`config.mk`:
```
export PLATFORM = sky130hd
export DESIGN_NAME = steer_reg_bank
export DESIGN_NICKNAME = d
export VERILOG_FILES = /design/src/rtl/steer_pkg.sv /design/src/rtl/steer_selector.sv /design/src/rtl/steer_semaphore.sv /design/src/rtl/steer_copy_array.sv /design/src/rtl/steer_reg_bank.sv
export SDC_FILE = /design/constraint.sdc
export NUM_CORES = 1
export LEC_CHECK = 0
export BUFFER_PORTS_ARGS = -buffer_cell sky130_fd_sc_hd__buf_4
export CAP_MARGIN = 20
export CORE_MARGIN = 5
export CORE_UTILIZATION = 40
export CTS_CLUSTER_SIZE = 24
export DETAILED_ROUTE_END_ITERATION = 10
export MAX_ROUTING_LAYER = met4
export PLACE_DENSITY = 0.64
export SLEW_MARGIN = 20
export SYNTH_ARGS = -nofsm -noshare
export SYNTH_HDL_FRONTEND = slang
export SYNTH_SLANG_ARGS = --single-unit
export TNS_END_PERCENT = 1
```
`constraint.sdc`:
```
create_clock -name clk -period 5.4 [get_ports clk]
set_clock_uncertainty 0.1 [all_clocks]
set_input_delay 0.54 -clock clk [delete_from_list [all_inputs] [get_ports clk]]
set_output_delay 0.54 -clock clk [all_outputs]
set_load 0.005 [all_outputs]
```
`src/rtl/steer_pkg.sv`:
```
// Shared sizes and address codes for the replicated register bank.
// Assumes group and instance counts are powers of two and at most 256 each.
package steer_pkg;
    localparam int NUM_GROUPS = 4;
    localparam int NUM_INST   = 4;
    localparam int DATA_W     = 32;
    localparam int NUM_UNITS  = NUM_GROUPS * NUM_INST;
    localparam int GRP_W      = $clog2(NUM_GROUPS);
    localparam int INST_W     = $clog2(NUM_INST);
    localparam int UNIT_W     = $clog2(NUM_UNITS);
    localparam int GRP_LSB    = 8;
    localparam int INST_LSB   = 16;

    typedef enum logic [1:0] {
        ADDR_DATA = 2'd0,
        ADDR_SEL  = 2'd1,
        ADDR_SEM  = 2'd2,
        ADDR_NONE = 2'd3
    } reg_addr_e;
endpackage

```
`src/rtl/steer_selector.sv`:
```
// Steering selector: holds the broadcast flag, the group and the instance.
// Assumes the top hands in only the field slices of the write word.
module steer_selector
    import steer_pkg::*;
(
    input  logic              clk,
    input  logic              rst_n,
    input  logic              wr_en,
    input  logic              wr_mcast,
    input  logic [GRP_W-1:0]  wr_grp,
    input  logic [INST_W-1:0] wr_inst,
    output logic              mcast,
    output logic [GRP_W-1:0]  grp,
    output logic [INST_W-1:0] inst,
    output logic [DATA_W-1:0] sel_word
);
    // Load the three fields on a selector write; reset to broadcast at unit 0.
    always_ff @(posedge clk) begin
        if (!rst_n) begin
            mcast <= 1'b1;
            grp   <= '0;
            inst  <= '0;
        end else if (wr_en) begin
            mcast <= wr_mcast;
            grp   <= wr_grp;
            inst  <= wr_inst;
        end
    end

    // Pack the fields at their bit positions; every other bit reads as zero.
    always_comb begin
        sel_word = '0;
        sel_word[0] = mcast;
        sel_word[GRP_LSB +: GRP_W]   = grp;
        sel_word[INST_LSB +: INST_W] = inst;
    end

    assert_sel_hold_R11: assert property (@(posedge clk) disable iff (!rst_n)
        !wr_en |=> $stable(sel_word));
endmodule

```
`src/rtl/steer_semaphore.sv`:
```
// Read-to-acquire lock: a read takes a free lock, a write of bit 0 frees it.
// Assumes read and write never arrive in the same cycle (one port).
module steer_semaphore (
    input  logic clk,
    input  logic rst_n,
    input  logic rd_hit,
    input  logic wr_hit,
    input  logic wr_bit,
    output logic grant,
    output logic held
);
    // A read of a free lock is granted.
    assign grant = rd_hit && !held;

    // Track ownership: set on a granted read, cleared on a release write.
    always_ff @(posedge clk) begin
        if (!rst_n)
            held <= 1'b0;
        else if (grant)
            held <= 1'b1;
        else if (wr_hit && wr_bit)
            held <= 1'b0;
    end

    assert_take_R8: assert property (@(posedge clk) disable iff (!rst_n)
        rd_hit |=> held);
    assert_release_R9: assert property (@(posedge clk) disable iff (!rst_n)
        (wr_hit && wr_bit) |=> !held);
    assert_noop_write_R9: assert property (@(posedge clk) disable iff (!rst_n)
        (wr_hit && !wr_bit) |=> $stable(held));
endmodule

```
`src/rtl/steer_copy_array.sv`:
```
// Per-unit register copies with broadcast or steered write and steered read.
// Assumes unit_en is stable around the write edge it qualifies.
module steer_copy_array #(
    parameter int N  = 16,
    parameter int DW = 32,
    localparam int IW = $clog2(N)
) (
    input  logic          clk,
    input  logic          rst_n,
    input  logic          wr_en,
    input  logic          wr_mcast,
    input  logic [IW-1:0] wr_idx,
    input  logic [DW-1:0] wdata,
    input  logic [N-1:0]  unit_en,
    input  logic [IW-1:0] rd_idx,
    output logic [DW-1:0] rd_data,
    output logic          rd_enabled
);
    logic [DW-1:0] copies [N];

    for (genvar u = 0; u < N; u++) begin : g_unit
        logic hit;
        assign hit = wr_en && unit_en[u] && (wr_mcast || wr_idx == IW'(u));

        // Each copy takes the write only when its unit is enabled and targeted.
        always_ff @(posedge clk) begin
            if (!rst_n)
                copies[u] <= '0;
            else if (hit)
                copies[u] <= wdata;
        end

        assert_disabled_hold_R5: assert property (@(posedge clk) disable iff (!rst_n)
            (wr_en && !unit_en[u]) |=> $stable(copies[u]));
        assert_other_hold_R4: assert property (@(posedge clk) disable iff (!rst_n)
            (wr_en && !wr_mcast && wr_idx != IW'(u)) |=> $stable(copies[u]));
        assert_bcast_take_R2: assert property (@(posedge clk) disable iff (!rst_n)
            (wr_en && wr_mcast && unit_en[u]) |=> copies[u] == $past(wdata));
    end

    // Steered read selects one copy and reports whether its unit is enabled.
    assign rd_data    = copies[rd_idx];
    assign rd_enabled = unit_en[rd_idx];
endmodule

```
`src/rtl/steer_reg_bank.sv`:
```
// Top: decodes the address, steers into the copy array, registers the reply.
// Assumes one request per cycle and a single-cycle read latency.
module steer_reg_bank
    import steer_pkg::*;
(
    input  logic                 clk,
    input  logic                 rst_n,
    input  logic                 req_valid,
    input  logic                 req_write,
    input  logic [1:0]           req_addr,
    input  logic [DATA_W-1:0]    req_wdata,
    input  logic [NUM_UNITS-1:0] unit_enable,
    output logic                 rsp_valid,
    output logic [DATA_W-1:0]    rsp_rdata
);
    logic              rd_req, wr_req;
    logic              sel_mcast;
    logic [GRP_W-1:0]  sel_grp;
    logic [INST_W-1:0] sel_inst;
    logic [DATA_W-1:0] sel_word;
    logic [UNIT_W-1:0] unit_idx;
    logic [DATA_W-1:0] copy_data;
    logic              copy_en;
    logic              sem_grant, sem_held;
    logic [DATA_W-1:0] rd_mux;

    assign rd_req = req_valid && !req_write;
    assign wr_req = req_valid && req_write;
    assign unit_idx = UNIT_W'(sel_grp) * UNIT_W'(NUM_INST) + UNIT_W'(sel_inst);

    steer_selector u_sel (
        .clk      (clk),
        .rst_n    (rst_n),
        .wr_en    (wr_req && req_addr == ADDR_SEL),
        .wr_mcast (req_wdata[0]),
        .wr_grp   (req_wdata[GRP_LSB +: GRP_W]),
        .wr_inst  (req_wdata[INST_LSB +: INST_W]),
        .mcast    (sel_mcast),
        .grp      (sel_grp),
        .inst     (sel_inst),
        .sel_word (sel_word)
    );

    steer_semaphore u_sem (
        .clk    (clk),
        .rst_n  (rst_n),
        .rd_hit (rd_req && req_addr == ADDR_SEM),
        .wr_hit (wr_req && req_addr == ADDR_SEM),
        .wr_bit (req_wdata[0]),
        .grant  (sem_grant),
        .held   (sem_held)
    );

    steer_copy_array #(.N(NUM_UNITS), .DW(DATA_W)) u_copies (
        .clk        (clk),
        .rst_n      (rst_n),
        .wr_en      (wr_req && req_addr == ADDR_DATA),
        .wr_mcast   (sel_mcast),
        .wr_idx     (unit_idx),
        .wdata      (req_wdata),
        .unit_en    (unit_enable),
        .rd_idx     (unit_idx),
        .rd_data    (copy_data),
        .rd_enabled (copy_en)
    );

    // Choose the read source by address; disabled units read as zero.
    always_comb begin
        case (req_addr)
            ADDR_DATA: rd_mux = copy_en ? copy_data : '0;
            ADDR_SEL:  rd_mux = sel_word;
            ADDR_SEM:  rd_mux = {{(DATA_W-1){1'b0}}, sem_grant};
            default:   rd_mux = '0;
        endcase
    end

    // Register the reply so it appears one cycle after the read.
    always_ff @(posedge clk) begin
        if (!rst_n) begin
            rsp_valid <= 1'b0;
            rsp_rdata <= '0;
        end else begin
            rsp_valid <= rd_req;
            rsp_rdata <= rd_req ? rd_mux : '0;
        end
    end

    assert_rsp_timing_R10: assert property (@(posedge clk) disable iff (!rst_n)
        rd_req |=> rsp_valid);
    assert_no_rsp_R10: assert property (@(posedge clk) disable iff (!rst_n)
        !rd_req |=> !rsp_valid);
    assert_gated_zero_R7: assert property (@(posedge clk) disable iff (!rst_n)
        (rd_req && req_addr == ADDR_DATA && !copy_en) |=> rsp_rdata == '0);
    assert_held_reads_zero_R8: assert property (@(posedge clk) disable iff (!rst_n)
        (rd_req && req_addr == ADDR_SEM && sem_held) |=> rsp_rdata == '0);
endmodule

```
==> flow_summary_export.csv <==
group,metric,value,unit
timing,final_period_minus_worst_setup_slack,3530,ps
setup_path,cp.arrival,3910,ps
setup_path,critPathMaxStageDelay,1040,ps
die,std_cell_rows,91,
finish,layout.nets,1615,
hold_path,min_path_type,"in -> reg",
detailed_routing,detailroute.via_count,13200,
setup_path,crit_path_capture_type,"flip-flop",
finish,drive_above_1_share,0.229,
global_route,globalRouteOverflowTotal,0,
clock_tree,hold_buffers,0,
timing,timing_max_transition_violations_final,0,
detailed_routing,detail_route.wirelength,64700,um
logic_synthesis,synth-seq-cells,551,
logic_synthesis,mappedNetlistArea,24600,um^2
flow_run,maxCapViolCount,0,
timing,worst_hold_slack,121,ps
clock_tree,htree_num_levels,2,
global_route,antenna_found_initial,1,
clock_tree,clock_insertion_delay_at_the_later_pin_of_the_skew_report,610,ps
setup_path,crit_fanout,36,
global_route,groute.usage.overall,0.199,
die,initial_utilization,0.401,
global_route,grt_start_max_net_pins,97,
place,preCtsSetupSlack,1930,ps
detailed_routing,route.detailed.wl_per_inst,27.0,um
logic_synthesis,synth.avg_cell_area,16.3,um^2
setup_path,crit_path_start_kind,"flip-flop",
place,gp_routability_congestion,0.763,
clock_tree,post_cts_resized,0,
die,floorplan.io_pins,87,
detailed_routing,antenna_left,0,
timing,actual_transition_at_the_worst_max_transition_pin,1080,ps
setup_path,type_of_the_setup_path_with_the_least_slack,"reg -> reg",
timing,max-slew-margin-rel,0.283,
global_route,grt_first_pass_wirelength,95500,um
finish,n_antenna_cell,0,
die,core_region_area,61400,um^2
die,fp.dieH,258,um
power_and_ir_drop,leakage,10.0,nW
logic_synthesis,leading_register_cell_type_out_of_synthesis,"sky130_fd_sc_hd__edfxtp_1",
logic_synthesis,post_synth_inst_count,1510,
place,portBuffers,86,
finish,final_cell_area,28000,um^2
detailed_routing,first_pass_iteration_count_of_the_detailed_router,7,
logic_synthesis,postSynth.asyncResetShare,0,
power_and_ir_drop,vdd_ir_drop_max,211,uV
setup_path,path_delay_family,"compound AO/OA/AOI/OAI gates",
logic_synthesis,synth_edf_count,512,
logic_synthesis,ys_warn_count,0,
logic_synthesis,postSynthNetCount,1564,
finish,layout.cells.most_common,"sky130_fd_sc_hd__edfxtp_1",
logic_synthesis,netlist-cell-type-count,37,
clock_tree,clock_tree.root_cell,"sky130_fd_sc_hd__clkbuf_16",
place,hpwl,36000,um
clock_tree,cts_tree,"built",
global_route,first_global_vias,13800,
setup_path,critical-path-slowest-cell,"sky130_fd_sc_hd__dfxtp_2",
detailed_routing,route.detailed.vias_per_inst,5.51,
die,die_w,258,um
setup_path,critPathBufInv,1,
timing,rsz0062_at_grt,"false",
timing,period_share,0.655,
timing,fin_setup_tns,0,ps
die,die-area,66600,um^2
finish,layout_common_cells,"sky130_fd_sc_hd__edfxtp_1 (512), sky130_fd_sc_hd__and2_1 (501), sky130_fd_sc_hd__buf_4 (121), sky130_fd_sc_hd__mux4_2 (120), sky130_fd_sc_hd__clkbuf_16 (57)",
detailed_routing,drt_first_iter_violations,1172,
run_status,run_status,"complete, no violations",
clock_tree,cts.path.max_buffers,3,
clock_tree,clkSinkCount,551,
timing,fmax,0.283,GHz
finish,area_delta_synth_final,13.6,%
timing,setup-violations-final,0,
place,placed_cell_area,26200,um^2
timing,timing_hold_violations_final,0,
power_and_ir_drop,power.density_cell_area,328,nW/um^2
detailed_routing,drt_drc_violations_left,0,
setup_path,reg2reg_setup_slack,1870,ps
clock_tree,cts.repair_timing.setup_buffer_count,0,
setup_path,critical_path_required,5780,ps
setup_path,crit_chain,"mux2_2, o311ai_0, nor3_1, o21ai_4, buf_4, nor2b_1",
logic_synthesis,yosysSeqAreaShare,0.656,
clock_tree,clk_transition_reported_paths,60,ps
timing,finalWorstSetupSlack,1870,ps
clock_tree,cts-buffers-inserted,56,
==> routing by layer <==
metal	track usage	routed length (um)
met1	0.268	26900
met2	0.325	32200
met3	0.0368	4530
met4	0.0386	1060
met5	-	0
==> synthesized netlist by cell type, types with 2 or more instances <==
master / instances / area share
sky130_fd_sc_hd__edfxtp_1: 512 / 0.62
sky130_fd_sc_hd__and2_1: 501 / 0.13
sky130_fd_sc_hd__mux4_2: 120 / 0.11
sky130_fd_sc_hd__clkbuf_1: 88 / 0.013
sky130_fd_sc_hd__dfxtp_1: 39 / 0.032
sky130_fd_sc_hd__mux4_1: 39 / 0.042
sky130_fd_sc_hd__o21ai_0: 34 / 0.0069
sky130_fd_sc_hd__nor2b_1: 29 / 0.0074
sky130_fd_sc_hd__nor2_1: 26 / 0.0040
sky130_fd_sc_hd__nor3_1: 23 / 0.0047
sky130_fd_sc_hd__buf_2: 15 / 0.0030
sky130_fd_sc_hd__buf_1: 11 / 0.0017
sky130_fd_sc_hd__buf_6: 9 / 0.0041
sky130_fd_sc_hd__mux2i_1: 9 / 0.0037
sky130_fd_sc_hd__nand2_1: 7 / 0.0011
sky130_fd_sc_hd__mux2_2: 6 / 0.0027
sky130_fd_sc_hd__o21ai_1: 6 / 0.0012
sky130_fd_sc_hd__nand2b_1: 5 / 0.0013
sky130_fd_sc_hd__buf_4: 4 / 0.0012
sky130_fd_sc_hd__inv_1: 4 / 0.00061
sky130_fd_sc_hd__nor2b_4: 4 / 0.0022
sky130_fd_sc_hd__buf_8: 2 / 0.0012
sky130_fd_sc_hd__nand3_1: 2 / 0.00041
sky130_fd_sc_hd__o22ai_1: 2 / 0.00051
==> per-stage QoR <==
| step | power [mW] | cells | util |
|---|---|---|---|
| after floorplan | 5.21 | 1510 | - |
| after global placement | 5.42 | 2293 | 0.427 |
| after detailed placement | 5.44 | 2293 | 0.427 |
| after CTS | 9.25 | 2396 | 0.456 |
| after global routing | 9.48 | 2396 | 0.456 |
| final | 9.19 | 2396 | 0.456 |
==> registers in the layout, indices dropped and copies added (netlist names) <==
signal           count
u_sem.held           1
u_sel.mcast          1
u_sel.inst           2
u_sel.grp            2
rsp_valid            1
rsp_rdata           32
u_copies.copies    512
==> area by class of cell <==
| type | instances | area, um^2 |
|---|---|---|
| Clock inverter | 19 | 189 |
| Fill cell | 5179 | 33400 |
| Clock buffer | 84 | 1610 |
| Inverter | 5 | 18.8 |
| Sequential cell | 551 | 16200 |
| Timing Repair Buffer | 123 | 948 |
| Tap cell | 790 | 988 |
| Multi-Input combinational cell | 824 | 8060 |
==> where the power goes <==
part           switching (mW)  internal (mW)  leakage (nW)
combinational           0.292          0.173          3.50
sequential             0.0568           4.82          5.63
clock                    1.62           2.23         0.877
total                    1.97           7.23          10.0
==> cells by family (layout without fill, tap and decap cells) <==
kind of cell	Yosys count	count (layout)	share of synthesized area
AOI/OAI and AO/OA	47	47	0.0102
buffers and inverters	135	231	0.0263
DFF	551	551	0.656
muxes	174	174	0.158
and+or+nand+nor	603	603	0.150
==> path summary, 6_finish.rpt <==
check / start / cells after the start / to
max: u_sel.grp[1] / 6 / rsp_rdata[18]
min: req_wdata[0] / 3 / u_sel.mcast
max reg2reg: u_sel.grp[1] / 6 / rsp_rdata[18]
min reg2reg: u_sem.held / 3 / u_sem.held
==> worst reg2reg max path, cell delays in order, from the launching register on <==
cell and delay (ps):
sky130_fd_sc_hd__dfxtp_2 1040, sky130_fd_sc_hd__mux2_2 430, sky130_fd_sc_hd__o311ai_0 340, sky130_fd_sc_hd__nor3_1 160, sky130_fd_sc_hd__o21ai_4 830, sky130_fd_sc_hd__buf_4 430
sky130_fd_sc_hd__nor2b_1 90
No activity file was read; power rests on OpenSTA's default activity.
